===== src/rtl/acs_pkg.sv =====
package acs_pkg;

  localparam int RATIO_COUNT = 6;
  localparam int CODE_W      = 3;

  typedef logic [CODE_W-1:0] ratio_code_t;

  // control -> datapath strobes
  typedef struct packed {
    logic loadRef;   // capture the current bit count as the slip reference
    logic dropRef;   // forget the slip reference
  } acs_ctl_t;

  // datapath -> control measurement strobes
  typedef struct packed {
    logic        wordEdge;       // word clock rose on this cycle
    logic        periodHit;      // closing period matches a supported ratio
    ratio_code_t periodCode;     // which ratio matched
    logic        bitDrift;       // closing period slipped beyond the limit
    logic        periodTimeout;  // period counter reached its ceiling
  } acs_meas_t;

  // ratio index -> multiple of the ratio unit (unit 64 gives 128..768)
  function automatic int ratioMultiple(input int idx);
    case (idx)
      0:       return 2;
      1:       return 3;
      2:       return 4;
      3:       return 6;
      4:       return 8;
      default: return 12;
    endcase
  endfunction

endpackage


===== src/rtl/acs_meter.sv =====
module acs_meter
  import acs_pkg::*;
#(
  parameter int RATIO_UNIT  = 64,
  parameter int TOLERANCE   = 2,
  parameter int DRIFT_LIMIT = 6,
  parameter int MAX_PERIOD  = 771,
  parameter int CNT_W       = 10
) (
  input  logic      masterClk,
  input  logic      resetN,
  input  logic      wordClk,
  input  logic      bitClk,
  input  acs_ctl_t  ctl,
  output acs_meas_t meas
);

  logic             wcPrev, bcPrev;
  logic             wcRise, bcRise;
  logic [CNT_W-1:0] periodCnt;
  logic [CNT_W-1:0] bitCnt;
  logic [CNT_W-1:0] refBits;
  logic             refValid;
  logic [CNT_W-1:0] bitDiff;
  logic [RATIO_COUNT-1:0] hitVec;
  ratio_code_t      hitCode;

  assign wcRise = wordClk & ~wcPrev;
  assign bcRise = bitClk & ~bcPrev;

  always_ff @(posedge masterClk or negedge resetN) begin
    if (!resetN) begin
      wcPrev    <= 1'b0;
      bcPrev    <= 1'b0;
      periodCnt <= '0;
      bitCnt    <= '0;
      refBits   <= '0;
      refValid  <= 1'b0;
    end else begin
      wcPrev <= wordClk;
      bcPrev <= bitClk;

      if (wcRise)
        periodCnt <= CNT_W'(1);
      else if (periodCnt != CNT_W'(MAX_PERIOD))
        periodCnt <= periodCnt + 1'b1;

      if (wcRise)
        bitCnt <= {{(CNT_W-1){1'b0}}, bcRise};
      else if (bcRise && (bitCnt != '1))
        bitCnt <= bitCnt + 1'b1;

      if (ctl.dropRef) begin
        refValid <= 1'b0;
      end else if (ctl.loadRef) begin
        refValid <= 1'b1;
        refBits  <= bitCnt;
      end
    end
  end

  // one window comparator per supported ratio
  for (genvar g = 0; g < RATIO_COUNT; g++) begin : g_ratio
    localparam int NOMINAL = ratioMultiple(g) * RATIO_UNIT;
    assign hitVec[g] = (int'(periodCnt) >= NOMINAL - TOLERANCE) &&
                       (int'(periodCnt) <= NOMINAL + TOLERANCE);
  end

  always_comb begin
    hitCode = '0;
    for (int i = 0; i < RATIO_COUNT; i++)
      if (hitVec[i]) hitCode = CODE_W'(i);
  end

  assign bitDiff = (bitCnt >= refBits) ? (bitCnt - refBits) : (refBits - bitCnt);

  always_comb begin
    meas.wordEdge      = wcRise;
    meas.periodHit     = |hitVec;
    meas.periodCode    = hitCode;
    meas.bitDrift      = refValid && (bitDiff > CNT_W'(DRIFT_LIMIT));
    meas.periodTimeout = (periodCnt == CNT_W'(MAX_PERIOD));
  end

endmodule


===== src/rtl/acs_sequencer.sv =====
module acs_sequencer
  import acs_pkg::*;
#(
  parameter int INIT_CYCLES = 1024,
  parameter int INIT_W      = 11
) (
  input  logic        masterClk,
  input  logic        resetN,
  input  acs_meas_t   meas,
  output acs_ctl_t    ctl,
  output ratio_code_t ratioCode,
  output logic        ratioValid,
  output logic        initHold,
  output logic        forceMidscale
);

  logic              armed;
  logic              candValid;
  ratio_code_t       candCode;
  logic              locked;
  ratio_code_t       lockCode;
  logic [INIT_W-1:0] initCnt;
  logic              initDone;
  logic              lockNow;
  logic              lossNow;

  assign initDone = (initCnt == INIT_W'(INIT_CYCLES));

  // second consecutive period agreeing with the candidate
  assign lockNow = meas.wordEdge && armed && !locked && meas.periodHit &&
                   candValid && (candCode == meas.periodCode);

  // loss: missing word clock, excessive slip, or a different ratio
  assign lossNow = locked &&
                   (meas.periodTimeout ||
                    (meas.wordEdge && (meas.bitDrift ||
                     (meas.periodHit && (meas.periodCode != lockCode)))));

  always_ff @(posedge masterClk or negedge resetN) begin
    if (!resetN) begin
      armed     <= 1'b0;
      candValid <= 1'b0;
      candCode  <= '0;
      locked    <= 1'b0;
      lockCode  <= '0;
      initCnt   <= '0;
    end else begin
      if (lossNow)
        initCnt <= '0;
      else if (!initDone)
        initCnt <= initCnt + 1'b1;

      if (lossNow) begin
        locked    <= 1'b0;
        candValid <= 1'b0;
        armed     <= meas.wordEdge;
      end else if (meas.wordEdge) begin
        if (!armed) begin
          armed <= 1'b1;
        end else if (lockNow) begin
          locked    <= 1'b1;
          lockCode  <= meas.periodCode;
          candValid <= 1'b0;
        end else if (!locked) begin
          candValid <= meas.periodHit;
          candCode  <= meas.periodCode;
        end
      end
    end
  end

  always_comb begin
    ctl.loadRef = lockNow;
    ctl.dropRef = lossNow;
  end

  assign ratioValid    = locked;
  assign ratioCode     = locked ? lockCode : '0;
  assign initHold      = ~(locked & initDone);
  assign forceMidscale = ~(locked & initDone);

endmodule


===== src/rtl/audio_clock_supervisor.sv =====
module audio_clock_supervisor
  import acs_pkg::*;
#(
  parameter int RATIO_UNIT  = 64,
  parameter int TOLERANCE   = 2,
  parameter int DRIFT_LIMIT = 6,
  parameter int INIT_CYCLES = 1024
) (
  input  logic              masterClk,
  input  logic              resetN,
  input  logic              wordClk,
  input  logic              bitClk,
  output logic [CODE_W-1:0] ratioCode,
  output logic              ratioValid,
  output logic              initHold,
  output logic              forceMidscale
);

  localparam int MAX_RATIO  = ratioMultiple(RATIO_COUNT-1) * RATIO_UNIT;
  localparam int MAX_PERIOD = MAX_RATIO + TOLERANCE + 1;
  localparam int CNT_W      = $clog2(MAX_PERIOD + 1);
  localparam int INIT_W     = $clog2(INIT_CYCLES + 1);

  acs_ctl_t  ctl;
  acs_meas_t meas;

  acs_meter #(
    .RATIO_UNIT (RATIO_UNIT),
    .TOLERANCE  (TOLERANCE),
    .DRIFT_LIMIT(DRIFT_LIMIT),
    .MAX_PERIOD (MAX_PERIOD),
    .CNT_W      (CNT_W)
  ) u_meter (
    .masterClk(masterClk),
    .resetN   (resetN),
    .wordClk  (wordClk),
    .bitClk   (bitClk),
    .ctl      (ctl),
    .meas     (meas)
  );

  acs_sequencer #(
    .INIT_CYCLES(INIT_CYCLES),
    .INIT_W     (INIT_W)
  ) u_seq (
    .masterClk    (masterClk),
    .resetN       (resetN),
    .meas         (meas),
    .ctl          (ctl),
    .ratioCode    (ratioCode),
    .ratioValid   (ratioValid),
    .initHold     (initHold),
    .forceMidscale(forceMidscale)
  );

endmodule


===== config.mk =====
export PLATFORM = sky130hd
export DESIGN_NAME = audio_clock_supervisor
export DESIGN_NICKNAME = d
export VERILOG_FILES = /design/src/rtl/acs_pkg.sv /design/src/rtl/acs_meter.sv /design/src/rtl/acs_sequencer.sv /design/src/rtl/audio_clock_supervisor.sv
export SDC_FILE = /design/constraint.sdc
export NUM_CORES = 1
export LEC_CHECK = 0
export ABC_AREA = 1
export BUFFER_PORTS_ARGS = -buffer_cell sky130_fd_sc_hd__buf_2
export CAP_MARGIN = 20
export CORE_MARGIN = 8
export CORE_UTILIZATION = 50
export CTS_CLUSTER_SIZE = 14
export DETAILED_ROUTE_END_ITERATION = 12
export GPL_ROUTABILITY_DRIVEN = 0
export PLACE_DENSITY = 0.66
export SLEW_MARGIN = 40
export SYNTH_ARGS = -nofsm -noshare
export SYNTH_HDL_FRONTEND = slang
export SYNTH_SLANG_ARGS = --single-unit

===== constraint.sdc =====
create_clock -name masterClk -period 4.65 [get_ports masterClk]
set_clock_uncertainty 0.2 [all_clocks]
set_input_delay 0 -clock masterClk [delete_from_list [all_inputs] [get_ports masterClk]]
set_output_delay 0 -clock masterClk [all_outputs]
set_load 0.03 [all_outputs]

==> out/metrics.yaml, run 1 <==
worstSetupStartpoint: "u_meter.bitCnt[0]"
tns_ns: 0
slew_headroom_pct: 49.09
synth_warnings: 0
critical_path_class: "flip-flop to flip-flop"
leakage_nw: 2.360
clk_latency_ns: 0.32
syn_nets: 641
synth_edf_count: 0
ys_ff_latch: 53
fin_util_pct: 54.13
grt_overflow: 0
fmax_ghz: 0.3285
final_layout_size_suffix_gt1_share_pct: 10.18
drt_iter0_markers: 141
cts-buffers-inserted: 5
crit_top_cell: "nand2_1"
syn_avg_cell_area_um2: 6.782
critPathMaxStageDelay_ns: 0.46
area_delta_synth_final_pct: 6.250
grt_max_degree: 54
clkTransAtPathRegs_ns: 0.11
r2r_start: "u_meter.bitCnt[0]"
nFillCells: 781
ys_seq_area_share_pct: 32.00
die_y_um: 107.0
tightest_slew_ns: 0.7567
cp-end-kind: "flip-flop"
place_inst: 713
ys_async_sr_fraction_pct: 100.0
dpl_cell_area_um2: 4253
num_vias: 3651
syn_area_um2: 4144
drc: 0
final-setup-viol-count: 0
wl_per_cell_um: 12.46
viasPerCell: 5.043
finish.instance_area_um2: 4403
crit_arrival_ns: 3.08
instances_no_fill: 724
r2r_cells: 19
crit_path_max_fanout: 14
antennaDiodeCount: 0
core_um2: 8134
detailed_place_hpwl_mm: 6.806
cap_violations: 0
syn-instance-count: 611
grt_first_pass_wirelength_mm: 15.92
crit_path_cell_trace: "inv_1 -> ha_1 -> inv_1 -> fa_1 -> nand4_2 -> nand2_2 -> a21oi_2 -> nand3_1 -> nand2_1 -> nand2_1 -> nor2_1 -> nand2_1 -> nand2_1 -> nand2_1 -> nand2_1 -> nand2_2 -> nand2_1 -> nand2_1 -> nand2_1"
grt_pass1_vias: 3533
required_ns: 4.69
dieArea_um2: 11460
htree_levels: 2
cts_tree: "built"
status: "finished clean"
pin_count: 10
port_buffers: 9
holdCritPathClass: "input port to asynchronous set/reset pin"
fin_crit_ns: 3.044
slew_viol_final: 0
drt-pass1-iter-count: 4
rsz0062_at_grt: "no"
placementRows: 33
clk_path_buf_depth: 2
layout.nets: 648
clkSinkCount: 53
synth-main-ff-cell: "dfrtp_1"
gr-usage-all-layers_pct: 16.47
wl_mm: 9.022
timing.final.crit_share_pct: 65.47
p_per_area_nw_per_um2: 345.2
slowest_stage: "dfrtp_1"
antenna_found_initial: 0
final_common_cell: "nand2_1"
mostFrequentLayoutCells: "nand2_1, inv_1, nor2_1"
ys_types: 40
initial_core_util_pct: 50.95
cp-start-kind: "flip-flop"
ir_drop_mv: 0.2347
cts-root-buf: "clkbuf_8"
die_w_um: 107.0
hold_viol_final: 0
ant_nets: 0
registers in the layout (all words and copies together), names as in the netlist:
signal / count
u_meter.bcPrev: 1
u_meter.bitCnt: 10
u_meter.periodCnt: 10
u_meter.refBits: 10
u_meter.refValid: 1
u_meter.wcPrev: 1
u_seq.armed: 1
u_seq.candCode: 3
u_seq.candValid: 1
u_seq.initCnt: 11
u_seq.lockCode: 3
u_seq.ratioValid: 1
logic make-up after synthesis:
family | count (synthesis) | synth area share, %
DFF | 53 | 32.00
adders and majority gates | 26 | 8.213
buffers and inverters | 122 | 11.77
AOI/OAI and AO/OA | 77 | 10.81
xor gates and xnor gates | 16 | 3.382
and+or+nand+nor | 317 | 33.82
metal layers:
metal / GRT usage [%] / part of all wire [%] / vias up
li1: - / - / 1927
met2: 27.23 / 46 / 39
met4: 3.417 / 0.74 / 0
met1: 22.41 / 51 / 1676
met3: 2.100 / 2.5 / 9
met5: 0 / 0 / -
worst max-delay path, delay by kind of cell (launching register included):
family | cells | cell delay (ns)
adder cells (fa/ha/maj) | 2 | 0.63
AND/OR/NAND/NOR | 14 | 1.24
buffers and inverters | 2 | 0.17
AO/OA/AOI/OAI | 1 | 0.24
flip-flops | 1 | 0.46
cell usage after synthesis (3+ instances only):
cell type  count  area share, %
nand3_1       50            6.0
ha_1          24            7.2
xor2_1        13            2.7
nand2_4        3           0.82
inv_2          9           0.82
o21ai_0       16            1.9
nor2_2         4           0.60
inv_1         98            8.9
dfrtp_1       53             32
nor2_1        55            5.0
nor3_1        10            1.2
a21oi_2       12            2.5
nand4_1        9            1.4
a21oi_1       39            4.7
nand2_1      164             15
clkbuf_1       4           0.36
buf_2          6           0.72
xnor2_1        3           0.63
nand2_2       10            1.5
through the flow:
step                power [W]  setup slack (ns)  hold WS, ns
detailed placement   0.001187             1.618     -0.07767
global route         0.001641             1.303       0.1221
CTS                  0.001530             1.598       0.1211
floorplan            0.001056             2.074      -0.4956
finish               0.001520             1.606       0.1261
global placement     0.001173             1.737     -0.07819
report_power, final:
group	internal (W)	total [W]	switching, W
registers	0.000550	0.000646	0.0000969
logic	0.000197	0.000534	0.000337
clock network	0.000165	0.000340	0.000174
cell type report:
type	count	area, µm²	area share, %
Inverter	108	405.4	9.207
Clock buffer	5	68.82	1.563
Clock inverter	3	50.05	1.137
Timing Repair Buffer	14	90.09	2.046
Sequential cell	53	1328	30.15
Multi-Input combinational cell	436	2330	52.91
Tap cell	105	131.4	2.984
final timing paths:
| path | end | slack [ns] |
|---|---|---|
| worst min register to register | u_seq.armed | 0.28 |
| worst max register to register | u_seq.ratioValid | 1.61 |
| worst max-delay path | u_seq.ratioValid | 1.61 |
| min in group masterClk | u_meter.wcPrev | 0.13 |
| worst min-delay path | u_meter.refBits[4] | 0.13 |
| max in group asynchronous | u_seq.ratioValid | 3.64 |
timing repair:
item / in CTS / in global routing
endpoints found under the hold margin: 63 / 0
gates resized for setup: 0 / 0
setup buffers: 0 / 0
hold buffers: 3 / 0
Power figures use the tool's default switching activity.
==> run 2: changes to the inputs <==
==> constraint.sdc (replaced) <==
create_clock -name masterClk -period 3 [get_ports masterClk]
set_clock_uncertainty 0.2 [all_clocks]
set_input_delay 0 -clock masterClk [delete_from_list [all_inputs] [get_ports masterClk]]
set_output_delay 0 -clock masterClk [all_outputs]
set_load 0.03 [all_outputs]
==> run 2 against run 1 <==
Effect of this change:
- total power rose by 58%
- critical path depth is the same
- setup slack worse by 1.3 ns
- routed wire length grew 1.9%
- combinational power up 69%
- sequential power grew 52%
- hold slack better by 0.013 ns
- global-route usage grew 0.13 points
- critical path type unchanged
==> out/metrics.yaml, run 2 (same netlist as run 1, synthesis figures left out) <==
num_vias: 3763  # +3.1%
antennaDiodeCount: 0  # unchanged
hold_viol_final: 0  # unchanged
ant_nets: 0  # unchanged
min_from: "wordClk"
wl_per_cell_um: 12.47  # about the same
r2r_start: "u_meter.bitCnt[3]"
port_buffers: 9  # unchanged
internal_power_w: 0.001449  # +59%
cp-start-kind: "flip-flop"
final-setup-viol-count: 0  # unchanged
slowest_stage: "ha_2"
clkTransAtPathRegs_ns: 0.11  # about the same
layout.nets: 661  # +2.0%
detailed_place_hpwl_mm: 7.115  # +4.5%
cap_violations: 0  # unchanged
timing.final.crit_share_pct: 90.08  # +25 points
placementRows: 33  # unchanged
slew_headroom_pct: 65.82  # +17 points
largest_reg_flops: 11  # unchanged
power_frac_clock_pct: 21.5  # -0.9 points
met1_usage_pct: 23.19  # +0.78 points
switchingPower_w: 0.0009508  # +56%
met3_usage_pct: 2.579  # +0.48 points
core_um2: 8134  # unchanged
seqPwrFrac_pct: 40.8  # -1.7 points
mostFrequentLayoutCells: "nand2_1, inv_1, nor2_1"
die_y_um: 107.0  # unchanged
required_ns: 3.06  # -1.63 ns
critical_path_class: "flip-flop to flip-flop"
wl_mm: 9.193  # +1.9%
rsz0062_at_grt: "no"
use_met2_pct: 26.61  # -0.62 points
largest-register: "u_seq.initCnt"
area_delta_synth_final_pct: 10.84
clk_latency_ns: 0.31  # about the same
crit_family: "simple AND/OR/NAND/NOR gates"
grt_overflow: 0  # unchanged
worstSetupStartpoint: "u_meter.bitCnt[3]"
switching_share_pct: 39.61  # -0.38 points
pwr-share-comb_pct: 37.7  # +2.6 points
ir_drop_mv: 0.3854  # +64%
cts-buffers-inserted: 5  # unchanged
status: "finished clean"
viasPerCell: 5.106  # +1.2%
tightest_slew_ns: 0.5112  # -0.2455 ns
clkSinkCount: 53  # unchanged
drc: 0  # unchanged
clk_path_buf_depth: 2  # unchanged
pin_count: 10  # unchanged
drt-pass1-iter-count: 5  # +1
crit_top_cell: "nand2_1"
antenna_found_initial: 0  # unchanged
grt_pass1_vias: 3524  # -0.25%
fin_crit_ns: 2.702  # -0.3420 ns
tns_ns: 0  # unchanged
drt_iter0_markers: 170  # +21%
gr-usage-all-layers_pct: 16.60  # +0.13 points
leakage_nw: 2.419  # +2.5%
crit_arrival_ns: 2.76  # -0.32 ns
grt_max_degree: 35  # -35%
nFillCells: 779  # -0.26%
final_common_cell: "nand2_1"
critPathMaxStageDelay_ns: 0.45  # about the same
htree_levels: 2  # unchanged
total_power_w: 0.002400  # +58%
grt_first_pass_wirelength_mm: 15.93  # about the same
die_w_um: 107.0  # unchanged
crit_path_max_fanout: 10  # -4
busiest_layer: "met2"
final_layout_size_suffix_gt1_share_pct: 13.45  # +3.3 points
cts-root-buf: "clkbuf_8"
holdCritPathClass: "input port to flip-flop"
multi_input_area_um2: 2412  # +3.5%
seqCellArea_um2: 1328  # unchanged
initial_core_util_pct: 50.95  # unchanged
cts_tree: "built"
cp-end-kind: "flip-flop"
crit_buf_inv: 0  # -2
crit_path_cell_trace: "ha_2 -> nand2_1 -> nor2_1 -> nand3_1 -> nand3_1 -> nand2_1 -> nand2_1 -> nand2_1 -> nand2_1 -> nand2_1 -> nor2_1 -> nand2_1 -> nand2_1 -> nand2_1 -> nand2_2 -> nand2_4 -> nand2_1 -> nand2_1 -> nand2_1"
fmax_ghz: 0.3701  # +13%
p_per_area_nw_per_um2: 522.5  # +51%
dieArea_um2: 11460  # unchanged
slew_viol_final: 0  # unchanged
## run 2: power groups by stage
stage                     Combinational, W  Sequential [W]  Clock (W)
after floorplan                   0.000668        0.000968          0
after global placement            0.000856        0.000985          0
after detailed placement          0.000864        0.000992          0
after CTS                         0.000874        0.000977   0.000529
after global routing               0.00104         0.00100   0.000563
final                             0.000904        0.000980   0.000516
## run 2: final timing paths
kind / to / slack (ns) / cells past startpoint
max in group asynchronous: u_meter.refBits[8] / 1.46 / 4
min in group asynchronous: u_meter.bitCnt[5] / 0.51 / 3
max reg2reg: u_seq.ratioValid / 0.30 / 19
max: u_seq.ratioValid / 0.30 / 19
min reg2reg: u_seq.armed / 0.29 / 2
min: u_meter.wcPrev / 0.14 / 2
## run 2: per-stage QoR
stage | setup WS [ns] | std cells | area, µm² | utilization, % | hold WS, ns
finish | 0.2977 | 737 | 4593 | 56.47 | 0.1394
global route | 0.03477 | 737 | 4593 | 56.47 | 0.1204
CTS | 0.07378 | 734 | 4489 | 55.19 | 0.1212
detailed placement | 0.09109 | 723 | 4340 | 53.36 | -0.07701
global placement | 0.1468 | 723 | 4340 | 53.36 | -0.08328
floorplan | 0.4237 | 611 | 4144 | - | -0.4956
## run 2: final cells by class
| type | count | area share, % |
|---|---|---|
| Clock buffer | 5 | 1.498 |
| Clock inverter | 3 | 1.090 |
| Inverter | 108 | 8.826 |
| Multi-Input combinational cell | 437 | 52.52 |
| Sequential cell | 53 | 28.90 |
| Tap cell | 105 | 2.860 |
| Timing Repair Buffer | 26 | 4.304 |
## run 2: worst reg2reg max path: cells and delay by family (launching register included)
kind | cells | cell delay [ns]
AND/OR/NAND/NOR | 18 | 1.59
adder cells (fa/ha/maj) | 1 | 0.45
flip-flops | 1 | 0.41
## run 2: metal layers
layer	vias to the layer above	wire length [µm]
met3	9	318
met5	-	0
met4	0	54
met2	59	4152
met1	1737	4667
li1	1958	-
## run 2: timing repair
action / in CTS / in global routing
resized for setup: 0 / 17
hold endpoints to repair: 37 / 30
setup buffers: 0 / 1
hold buffers: 3 / 1
setup endpoints to repair: 0 / 15
